### src/rtl/flash_status_pkg.sv
package flash_status_pkg;
  typedef enum logic [2:0] {
    ST_IDLE, ST_PROG, ST_PFAKE, ST_ERASE, ST_EFAKE, ST_ESUSP
  } fsr_state_e;
endpackage

### src/rtl/fsr_timer.sv
module fsr_timer #(
  parameter int CW = 13
) (
  input  logic          clk_i,
  input  logic          rst_ni,
  input  logic          load_i,
  input  logic [CW-1:0] load_val_i,
  input  logic          en_i,
  output logic          done_o
);
  logic [CW-1:0] cnt_q;

  always_ff @(posedge clk_i or negedge rst_ni) begin
    if (!rst_ni)     cnt_q <= '0;
    else if (load_i) cnt_q <= load_val_i;
    else if (en_i && cnt_q != '0) cnt_q <= cnt_q - 1'b1;
  end

  assign done_o = en_i && (cnt_q == CW'(1));

  assert_no_underflow_R8: assert property (@(posedge clk_i) disable iff (!rst_ni)
    (en_i && !load_i) |-> (cnt_q != '0));
endmodule

### src/rtl/fsr_ctrl.sv
module fsr_ctrl
  import flash_status_pkg::*;
#(
  parameter int ADDR_W    = 8,
  parameter int SEC_BITS  = 2,
  parameter int NSEC      = 4,
  parameter int PROG_CYC  = 50,
  parameter int ERASE_CYC = 5000,
  parameter int CW        = 13
) (
  input  logic              clk_i,
  input  logic              rst_ni,
  input  logic              prog_start_i,
  input  logic [ADDR_W-1:0] prog_addr_i,
  input  logic              prog_d7_i,
  input  logic              prog_done_i,
  input  logic              erase_start_i,
  input  logic [NSEC-1:0]   erase_sel_i,
  input  logic              erase_done_i,
  input  logic              susp_i,
  input  logic              resume_i,
  input  logic [NSEC-1:0]   prot_map_i,
  input  logic              tmr_done_i,
  output fsr_state_e        st_o,
  output logic [ADDR_W-1:0] paddr_o,
  output logic              pd7_o,
  output logic              in_susp_o,
  output logic [NSEC-1:0]   sel_o,
  output logic [NSEC-1:0]   mask_o,
  output logic              tmr_load_o,
  output logic [CW-1:0]     tmr_val_o,
  output logic              tmr_en_o
);
  fsr_state_e        st_q, st_n;
  logic [ADDR_W-1:0] paddr_q, paddr_n;
  logic              pd7_q, pd7_n, susp_q, susp_n;
  logic [NSEC-1:0]   sel_q, sel_n, mask_q, mask_n;
  logic [SEC_BITS-1:0] psec;
  logic              pprot;
  logic [NSEC-1:0]   emask;

  assign psec  = prog_addr_i[ADDR_W-1 -: SEC_BITS];
  assign pprot = prot_map_i[psec];
  assign emask = erase_sel_i & ~prot_map_i;

  always_comb begin
    st_n = st_q; paddr_n = paddr_q; pd7_n = pd7_q; susp_n = susp_q;
    sel_n = sel_q; mask_n = mask_q;
    tmr_load_o = 1'b0; tmr_val_o = '0;
    unique case (st_q)
      ST_IDLE: begin
        if (prog_start_i) begin
          paddr_n = prog_addr_i; pd7_n = prog_d7_i; susp_n = 1'b0;
          st_n = pprot ? ST_PFAKE : ST_PROG;
          tmr_load_o = pprot; tmr_val_o = CW'(PROG_CYC);
        end else if (erase_start_i) begin
          sel_n  = erase_sel_i;
          mask_n = emask;
          st_n   = (emask == '0) ? ST_EFAKE : ST_ERASE;
          tmr_load_o = (emask == '0); tmr_val_o = CW'(ERASE_CYC);
        end
      end
      ST_PROG:  if (prog_done_i) st_n = susp_q ? ST_ESUSP : ST_IDLE;
      ST_PFAKE: if (tmr_done_i)  st_n = susp_q ? ST_ESUSP : ST_IDLE;
      ST_ERASE: begin
        if (erase_done_i) begin
          st_n = ST_IDLE; sel_n = '0; mask_n = '0;
        end else if (susp_i) st_n = ST_ESUSP;
      end
      ST_EFAKE: if (tmr_done_i) begin st_n = ST_IDLE; sel_n = '0; end
      ST_ESUSP: begin
        if (prog_start_i) begin
          paddr_n = prog_addr_i; pd7_n = prog_d7_i; susp_n = 1'b1;
          st_n = pprot ? ST_PFAKE : ST_PROG;
          tmr_load_o = pprot; tmr_val_o = CW'(PROG_CYC);
        end else if (resume_i) st_n = ST_ERASE;
      end
      default: st_n = ST_IDLE;
    endcase
  end

  always_ff @(posedge clk_i or negedge rst_ni) begin
    if (!rst_ni) begin
      st_q <= ST_IDLE; paddr_q <= '0; pd7_q <= 1'b0; susp_q <= 1'b0;
      sel_q <= '0; mask_q <= '0;
    end else begin
      st_q <= st_n; paddr_q <= paddr_n; pd7_q <= pd7_n; susp_q <= susp_n;
      sel_q <= sel_n; mask_q <= mask_n;
    end
  end

  assign tmr_en_o  = (st_q == ST_PFAKE) || (st_q == ST_EFAKE);
  assign st_o      = st_q;
  assign paddr_o   = paddr_q;
  assign pd7_o     = pd7_q;
  assign in_susp_o = susp_q;
  assign sel_o     = sel_q;
  assign mask_o    = mask_q;

  assert_prog_entry_R2: assert property (@(posedge clk_i) disable iff (!rst_ni)
    (st_q == ST_IDLE && prog_start_i) |=> (st_q == ST_PROG || st_q == ST_PFAKE));
  assert_done_exit_R3: assert property (@(posedge clk_i) disable iff (!rst_ni)
    (st_q == ST_PROG && prog_done_i && !susp_q) |=> (st_q == ST_IDLE));
  assert_resume_R6: assert property (@(posedge clk_i) disable iff (!rst_ni)
    (st_q == ST_ESUSP && resume_i && !prog_start_i) |=> (st_q == ST_ERASE));
  assert_fake_hold_R9: assert property (@(posedge clk_i) disable iff (!rst_ni)
    (st_q == ST_EFAKE && !tmr_done_i) |=> (st_q == ST_EFAKE));
  assert_susp_ignored_R11: assert property (@(posedge clk_i) disable iff (!rst_ni)
    (st_q == ST_IDLE && susp_i && !prog_start_i && !erase_start_i) |=> (st_q == ST_IDLE));
endmodule

### src/rtl/fsr_dq7.sv
module fsr_dq7
  import flash_status_pkg::*;
#(
  parameter int ADDR_W   = 8,
  parameter int SEC_BITS = 2,
  parameter int NSEC     = 4
) (
  input  fsr_state_e        st_i,
  input  logic [ADDR_W-1:0] rd_addr_i,
  input  logic [ADDR_W-1:0] paddr_i,
  input  logic              pd7_i,
  input  logic              in_susp_i,
  input  logic [NSEC-1:0]   sel_i,
  input  logic              arr_dq7_i,
  output logic              dq7_o
);
  logic [SEC_BITS-1:0] rsec;
  logic                sel_hit, amatch;

  assign rsec    = rd_addr_i[ADDR_W-1 -: SEC_BITS];
  assign sel_hit = sel_i[rsec];
  assign amatch  = (rd_addr_i == paddr_i);

  always_comb begin
    unique case (st_i)
      ST_PROG, ST_PFAKE: dq7_o = amatch ? ~pd7_i : ((in_susp_i && sel_hit) ? 1'b1 : arr_dq7_i);
      ST_ERASE, ST_EFAKE: dq7_o = sel_hit ? 1'b0 : arr_dq7_i;
      ST_ESUSP: dq7_o = sel_hit ? 1'b1 : arr_dq7_i;
      default:  dq7_o = arr_dq7_i;
    endcase
  end
endmodule

### src/rtl/flash_status_resp.sv
module flash_status_resp
  import flash_status_pkg::*;
#(
  parameter int ADDR_W       = 8,
  parameter int SEC_BITS     = 2,
  parameter int CLK_MHZ      = 50,
  parameter int PROG_WIN_US  = 1,
  parameter int ERASE_WIN_US = 100
) (
  input  logic                  clk_i,
  input  logic                  rst_ni,
  input  logic                  prog_start_i,
  input  logic [ADDR_W-1:0]     prog_addr_i,
  input  logic                  prog_d7_i,
  input  logic                  prog_done_i,
  input  logic                  erase_start_i,
  input  logic [2**SEC_BITS-1:0] erase_sel_i,
  input  logic                  erase_done_i,
  input  logic                  susp_i,
  input  logic                  resume_i,
  input  logic [2**SEC_BITS-1:0] prot_map_i,
  input  logic [ADDR_W-1:0]     rd_addr_i,
  input  logic                  arr_dq7_i,
  output logic                  dq7_o,
  output logic                  ry_by_o,
  output logic [2**SEC_BITS-1:0] erase_mask_o
);
  localparam int NSEC      = 2**SEC_BITS;
  localparam int PROG_CYC  = CLK_MHZ * PROG_WIN_US;
  localparam int ERASE_CYC = CLK_MHZ * ERASE_WIN_US;
  localparam int MAX_CYC   = (ERASE_CYC > PROG_CYC) ? ERASE_CYC : PROG_CYC;
  localparam int CW        = $clog2(MAX_CYC + 1);

  fsr_state_e        st;
  logic [ADDR_W-1:0] paddr;
  logic              pd7, in_susp, tmr_load, tmr_en, tmr_done;
  logic [NSEC-1:0]   sel;
  logic [CW-1:0]     tmr_val;

  fsr_ctrl #(
    .ADDR_W(ADDR_W), .SEC_BITS(SEC_BITS), .NSEC(NSEC),
    .PROG_CYC(PROG_CYC), .ERASE_CYC(ERASE_CYC), .CW(CW)
  ) u_ctrl (
    .clk_i, .rst_ni, .prog_start_i, .prog_addr_i, .prog_d7_i, .prog_done_i,
    .erase_start_i, .erase_sel_i, .erase_done_i, .susp_i, .resume_i, .prot_map_i,
    .tmr_done_i(tmr_done), .st_o(st), .paddr_o(paddr), .pd7_o(pd7),
    .in_susp_o(in_susp), .sel_o(sel), .mask_o(erase_mask_o),
    .tmr_load_o(tmr_load), .tmr_val_o(tmr_val), .tmr_en_o(tmr_en)
  );

  fsr_timer #(.CW(CW)) u_tmr (
    .clk_i, .rst_ni, .load_i(tmr_load), .load_val_i(tmr_val),
    .en_i(tmr_en), .done_o(tmr_done)
  );

  fsr_dq7 #(.ADDR_W(ADDR_W), .SEC_BITS(SEC_BITS), .NSEC(NSEC)) u_dq7 (
    .st_i(st), .rd_addr_i, .paddr_i(paddr), .pd7_i(pd7), .in_susp_i(in_susp),
    .sel_i(sel), .arr_dq7_i, .dq7_o
  );

  assign ry_by_o = (st == ST_IDLE) || (st == ST_ESUSP);

  assert_mask_zero_R9: assert property (@(posedge clk_i) disable iff (!rst_ni)
    (st == ST_EFAKE) |-> (erase_mask_o == '0));
endmodule

### config.mk
export PLATFORM = sky130hd
export DESIGN_NAME = flash_status_resp
export DESIGN_NICKNAME = d
export VERILOG_FILES = /design/src/rtl/flash_status_pkg.sv /design/src/rtl/fsr_timer.sv /design/src/rtl/fsr_ctrl.sv /design/src/rtl/fsr_dq7.sv /design/src/rtl/flash_status_resp.sv
export SDC_FILE = /design/constraint.sdc
export NUM_CORES = 1
export LEC_CHECK = 0
export BUFFER_PORTS_ARGS = -buffer_cell sky130_fd_sc_hd__buf_2
export CORE_UTILIZATION = 30
export CTS_CLUSTER_SIZE = 30
export DETAILED_ROUTE_END_ITERATION = 10
export RECOVER_POWER = 25
export SYNTH_ARGS = -nofsm -noshare
export SYNTH_HDL_FRONTEND = slang
export SYNTH_SLANG_ARGS = --single-unit
### constraint.sdc
create_clock -name clk_i -period 2.6 [get_ports clk_i]
set_input_delay 0.39 -clock clk_i [delete_from_list [all_inputs] [get_ports clk_i]]
set_output_delay 0.39 -clock clk_i [all_outputs]
set_load 0.01 [all_outputs]
# Yosys cells after proc, flatten, opt, wreduce, memory -nomap -nowiden
# Cells that the tools add are included.
[classes]
addsub = 1
n_mux = 43
reduce_logical = 20
order_cmp = 2
eq_ne = 18
bitwise_logic = 3
[ops]
columns = ["op", "n"]
rows = [
  ["two-way mux 13 bit", 4],
  ["two-way mux 3 bit", 11],
  ["one-hot mux 13 bit (2 select lines)", 1],
  ["two-way mux 4 bit", 6],
  ["one-hot mux 3 bit (6 select lines)", 1],
  ["inequality test 2 bit (second input constant)", 8],
  ["== test 13 x 1 -> 1 bit (second input constant)", 1],
  ["nonzero test 13 bit", 1],
  ["subtractor 13 x 1 -> 13 bit (second input constant)", 1],
  ["one-hot mux 4 bit (3 select lines)", 1],
  ["two-way mux 1 bit", 11],
  ["inequality test 3 bit (second input constant)", 3],
  ["== test 8 bit", 1],
  ["one-hot mux 4 bit (2 select lines)", 1],
  ["== test 3 x 2 -> 1 bit (second input constant)", 2],
  ["== test 3 bit (second input constant)", 2],
  ["less-than comparator 2 x 3 -> 1 bit (second input constant)", 2],
  ["two-way mux 6 bit", 1],
  ["AND reduction 6 bit", 1],
  ["nonzero test 2 bit", 3],
  ["OR reduction 2 bit", 3],
  ["AND reduction 5 bit", 1],
  ["bitwise AND 4 bit", 1],
  ["binary-select mux 1 bit (select 2 bit)", 2],
  ["other kinds (14)", 18],
]
[word_totals]
output_inout_bits = 6
in_bits = 34
regBits = 34

# Longest topological paths before layout
[depth]
depth_word = 7
mapped_depth = 7
ltp_nobuf = 7

# Modules after synthesis
# Synthesis repeated with hierarchy kept, for this count alone.
[hier_totals]
cells_unflattened = 272
area_unflattened_um2 = 2439.8
[modules_own_cells]
columns = ["mod", "area_per_inst_um2", "cells_each", "instances"]
rows = [
  ["fsr_ctrl", 1278.7, 138, 1],
  ["fsr_timer", 959.7, 110, 1],
  ["fsr_dq7", 188.9, 22, 1],
  ["flash_status_resp", 12.5, 2, 1],
]

# Worst setup path before layout
# OpenSTA, ideal clock, no wires.
[synth_path]
path_type = "in2out"
from = "in rd_addr_i[7]"
to = "out dq7_o"
slack_ns = 0.821
arrival_time_ns = 1.389
path_buffers = 0
required_ns = 2.210
cell_stages = 5
cell_sequence = "xor2_1 > nor4_1 > nand2_1 > mux2_2 > o2111ai_1"
[synth_via]
elab_chain_len = 6
[synth_lines]
columns = ["item", "line", "source"]
rows = [
  ["start: declaration", "flash_status_resp.sv:22", "input logic [ADDR_W-1:0] rd_addr_i,"],
  ["binary-select mux 1 bit (select 2 bit)", "fsr_dq7.sv:21", "assign sel_hit = sel_i[rsec];"],
  ["two-way mux 1 bit (not written as such)", "fsr_dq7.sv:21", ""],
  ["logical AND 1 bit", "fsr_dq7.sv:26", "ST_PROG, ST_PFAKE: dq7_o = amatch ? ~pd7_i : ((in_susp_i && sel_hit) ? 1'b1 : arr_dq7_i);"],
  ["two-way mux 1 bit (2 in series)", "fsr_dq7.sv:26", ""],
  ["one-hot mux 1 bit (3 select lines) (*)", "fsr_dq7.sv:25", "unique case (st_i)"],
  ["end: declaration", "flash_status_resp.sv:24", "output logic dq7_o,"],
]
# Every way passes the cells marked *; elsewhere a longest branch is shown, timed or not. The select of a mux whose other input is x is not followed.

# Final worst setup path
[layout_path]
from = "reg u_ctrl.paddr_q[1], in the netlist u_ctrl.paddr_o[1]"
to = "out dq7_o"
[layout_via]
elab_chain_len = 3
[layout_lines]
columns = ["item", "line", "source"]
rows = [
  ["start: declaration", "fsr_ctrl.sv:35", "logic [ADDR_W-1:0] paddr_q, paddr_n;"],
  ["start signal: assignment", "fsr_ctrl.sv:87", "st_q <= st_n; paddr_q <= paddr_n; pd7_q <= pd7_n; susp_q <= susp_n;"],
  ["== test 8 bit", "fsr_dq7.sv:22", "assign amatch = (rd_addr_i == paddr_i);"],
  ["two-way mux 1 bit", "fsr_dq7.sv:26", ""],
  ["one-hot mux 1 bit (3 select lines)", "fsr_dq7.sv:25", ""],
]
# Every way passes these cells.

==> flow_metrics.env <==
export IMPL_status="finished with violations"
export IMPL_violations="capacitance limit, slew limit"
export IMPL_ir_worst_vdd_uv=416
export IMPL_arrival_ps=1900
export IMPL_detail_route_antenna_nets=0
export IMPL_synthXorXnorAreaFrac_pct=8.85
export IMPL_syn_area_per_cell_sq_um=9.82
export IMPL_layout_nets=287
export IMPL_cts_made_buffers=5
export IMPL_critical_path_class="flip-flop to output pin"
export IMPL_fin_area_sq_um=2400
export IMPL_drc=0
export IMPL_worst_path_largest_cell_delay_ps=390
export IMPL_die_area_sq_um=7210
export IMPL_placed_cell_area_sq_um=2320
export IMPL_wl_per_cell_um=14.0
export IMPL_diodes=0
export IMPL_syn_nets=247
export IMPL_vias=1694
export IMPL_start_util_pct=31.8
export IMPL_syn_cell_area_sq_um=2060
export IMPL_dpl_hpwl_mm=3.46
export IMPL_fin_skew_ps=6.56
export IMPL_drive_gt1_share_pct=27.6
export IMPL_cp_start_kind="flip-flop"
export IMPL_final_hold_viol_count=0
export IMPL_synth_compound_area_share_pct=11.0
export IMPL_min_period_ps=2290
export IMPL_holdWs_ps=336
export IMPL_core_area_sq_um=6490
export IMPL_worstPathRequired_ps=2210
export IMPL_root_buffer="clkbuf_8"
export IMPL_layout_commonest_cell="buf_2"
export IMPL_final_cells=327
export IMPL_io_pins=40
export IMPL_grt_pass1_wl_mm=8.10
export IMPL_tightest_slew_ps=1880
export IMPL_setup_viol=0
export IMPL_p_per_area_nw_per_um2=1070
export IMPL_synthMuxAreaShare_pct=7.64
export IMPL_dp_cells=320
export IMPL_hp_class="input pin to flip-flop"
export IMPL_worstSkewPairLatency_ps=290
export IMPL_grt_max_degree=35
export IMPL_track_usage_pct=14.4
export IMPL_cts_tree="yes"
export IMPL_cp_slowest_cell="dfrtp_1"
export IMPL_die_x_um=84.9
export IMPL_fin_crit_sh_pct=88.1
export IMPL_cp_max_fo=2
export IMPL_drt_total_wl_mm=4.57
export IMPL_yosys_warnings=0
export IMPL_max_cap_violations=1
export IMPL_gp_congestion=0.802
export IMPL_synthTopCellsByArea="dfrtp_1, xor2_1, mux2_2, nand2_1, nand3_1"
export IMPL_drtIter0Drc=62
export IMPL_nFillCells=661
export IMPL_cts_resized=0
export IMPL_slew_violations=35
export IMPL_cts_path_max_buffers=2
export IMPL_rsz0062_at_grt="no"
export IMPL_post_cts_repair_setup_buffers=0
export IMPL_cts_sinks=34
export IMPL_ys_seq_area_share_pct=41.2
export IMPL_avgViaCountPerCell=5.18
export IMPL_r2r_start="u_ctrl.st_o[0]"
export IMPL_crit_chain="xor2_1 > nor4_1 > nand2_1 > mux2_2 > o2111ai_1 > buf_2"
export IMPL_ys_ff_latch=34
export IMPL_fmax_mhz=436
export IMPL_relSlewSlack_pct=-25.5
export IMPL_power_leakage_nw=1.05
export IMPL_holdBufCountCts=0
export IMPL_synth_top_family_by_area="simple AND/OR/NAND/NOR gates"
export IMPL_hp_start="prog_addr_i[4]"
export IMPL_total_power_mw=2.55
export IMPL_synth_top_cell_by_area="dfrtp_1"
export IMPL_final_cell_mix="buf_2, dfrtp_1, nand2_1, xor2_1, nand3_1"
export IMPL_cts_clk_slew_worst_paths_ps=70
export IMPL_end_kind="output pin"
export IMPL_rows=29
export IMPL_grt_pass1_vias=1700
export IMPL_portBuffers=39
export IMPL_startpoint="u_ctrl.paddr_o[1]"
export IMPL_htreeDepth=2
export IMPL_synth_top_area_share_pct=41.2
export IMPL_grt_overflow=0
export IMPL_grt_antenna_before_repair=0
export IMPL_die_y_um=84.9
export IMPL_ys_types=44
export IMPL_synthAdderAreaFrac_pct=1.82
export IMPL_syn2layout_area_growth_pct=16.1
export IMPL_dr_pass1_iters=4
export IMPL_synthCells=210
export IMPL_yosys_area_share_simple_pct=26.0
export IMPL_finalSetupTns_ps=0
[power by group]
group / leakage (nW) / internal [mW] / switching, mW
clock network: 0.0438 / 0.180 / 0.197
logic: 0.586 / 0.526 / 0.570
registers: 0.424 / 0.771 / 0.309
total: 1.05 / 1.48 / 1.08
[per-layer routing]
layer | GRT usage [%] | part of all wire (%)
met1 | 18.2 | 46
met2 | 22.9 | 46
met3 | 3.89 | 4.8
met4 | 6.63 | 2.6
met5 | 0 | 0
[layout make-up]
cell class / instances / area [sq um] / share of cell area, %
clock buffers: 5 / 68.8 / 2.87
flip-flops and latches: 34 / 851 / 35.5
repair buffers: 40 / 201 / 8.41
clock inverters: 2 / 10.0 / 0.418
inverters: 7 / 26.3 / 1.10
multi-input cells: 162 / 1140 / 47.7
well taps: 77 / 96.3 / 4.02
[final timing paths]
check	to	slack (ps)	cells after the start
setup / recovery	dq7_o	310	6
hold reg to reg	u_ctrl.mask_o[3]	480	2
max in group asynchronous	u_ctrl.paddr_o[7]	900	1
min in group asynchronous	u_tmr.cnt_q[3]	600	1
hold / removal	u_ctrl.paddr_o[4]	340	2
setup reg to reg	u_tmr.cnt_q[10]	620	5
[metrics by stage]
stage / utilization [%] / setup slack [ps]
6_report: 36.9 / 309
5_1_grt: 36.9 / 138
4_1_cts: 36.9 / 231
3_5_place_dp: 35.7 / 463
3_3_place_gp: 35.7 / 412
2_1_floorplan: - / 821
[synth_stat cells]
cell type	instances
a211o_1	1
a21bo_2	1
a21oi_1	4
a31oi_1	1
and2_1	1
and3_1	2
and4bb_2	1
buf_2	2
buf_4	2
buf_6	1
clkbuf_1	2
dfrtp_1	34
ha_1	3
inv_1	7
mux2_2	10
mux4_2	2
nand2_1	24
nand2_2	1
nand2b_1	7
nand3_1	15
nand4_1	2
nand4_2	1
nand4b_1	4
nor2_1	14
nor2b_1	4
nor3_4	1
nor3b_1	1
nor4_1	5
nor4_4	3
nor4b_1	1
o2111ai_1	1
o211ai_1	4
o21a_1	2
o21ai_0	11
o21ai_1	8
o21ai_2	1
o311ai_1	2
o31ai_1	1
or2_1	1
or4_1	1
or4_4	1
xnor2_1	1
xnor2_2	1
xor2_1	18
[registers in the layout, summed over array words and instances, names as in the netlist]
| register | flops |
|---|---|
| u_ctrl.mask_o | 4 |
| u_ctrl.in_susp_o | 1 |
| u_ctrl.pd7_o | 1 |
| u_ctrl.sel_o | 4 |
| u_ctrl.st_o | 3 |
| u_tmr.cnt_q | 13 |
| u_ctrl.paddr_o | 8 |
[logic make-up (layout without fill, tap and decap cells)]
| family | Yosys count | in the layout |
|---|---|---|
| xor gates and xnor gates | 20 | 20 |
| AOI/OAI and AO/OA | 37 | 37 |
| adders and majority gates | 3 | 3 |
| DFF | 34 | 34 |
| muxes | 12 | 12 |
| buffers and inverters | 14 | 54 |
| and+or+nand+nor | 90 | 90 |
[worst max-delay path: cells and delay by family (launching register included)]
kind,cells,cell delay (ps)
xor+xnor,1,170
buf+inv,1,160
flops,1,390
simple gates,2,470
compound gates,1,160
mux,1,280
Note: power is estimated with default switching activity, not from simulation.
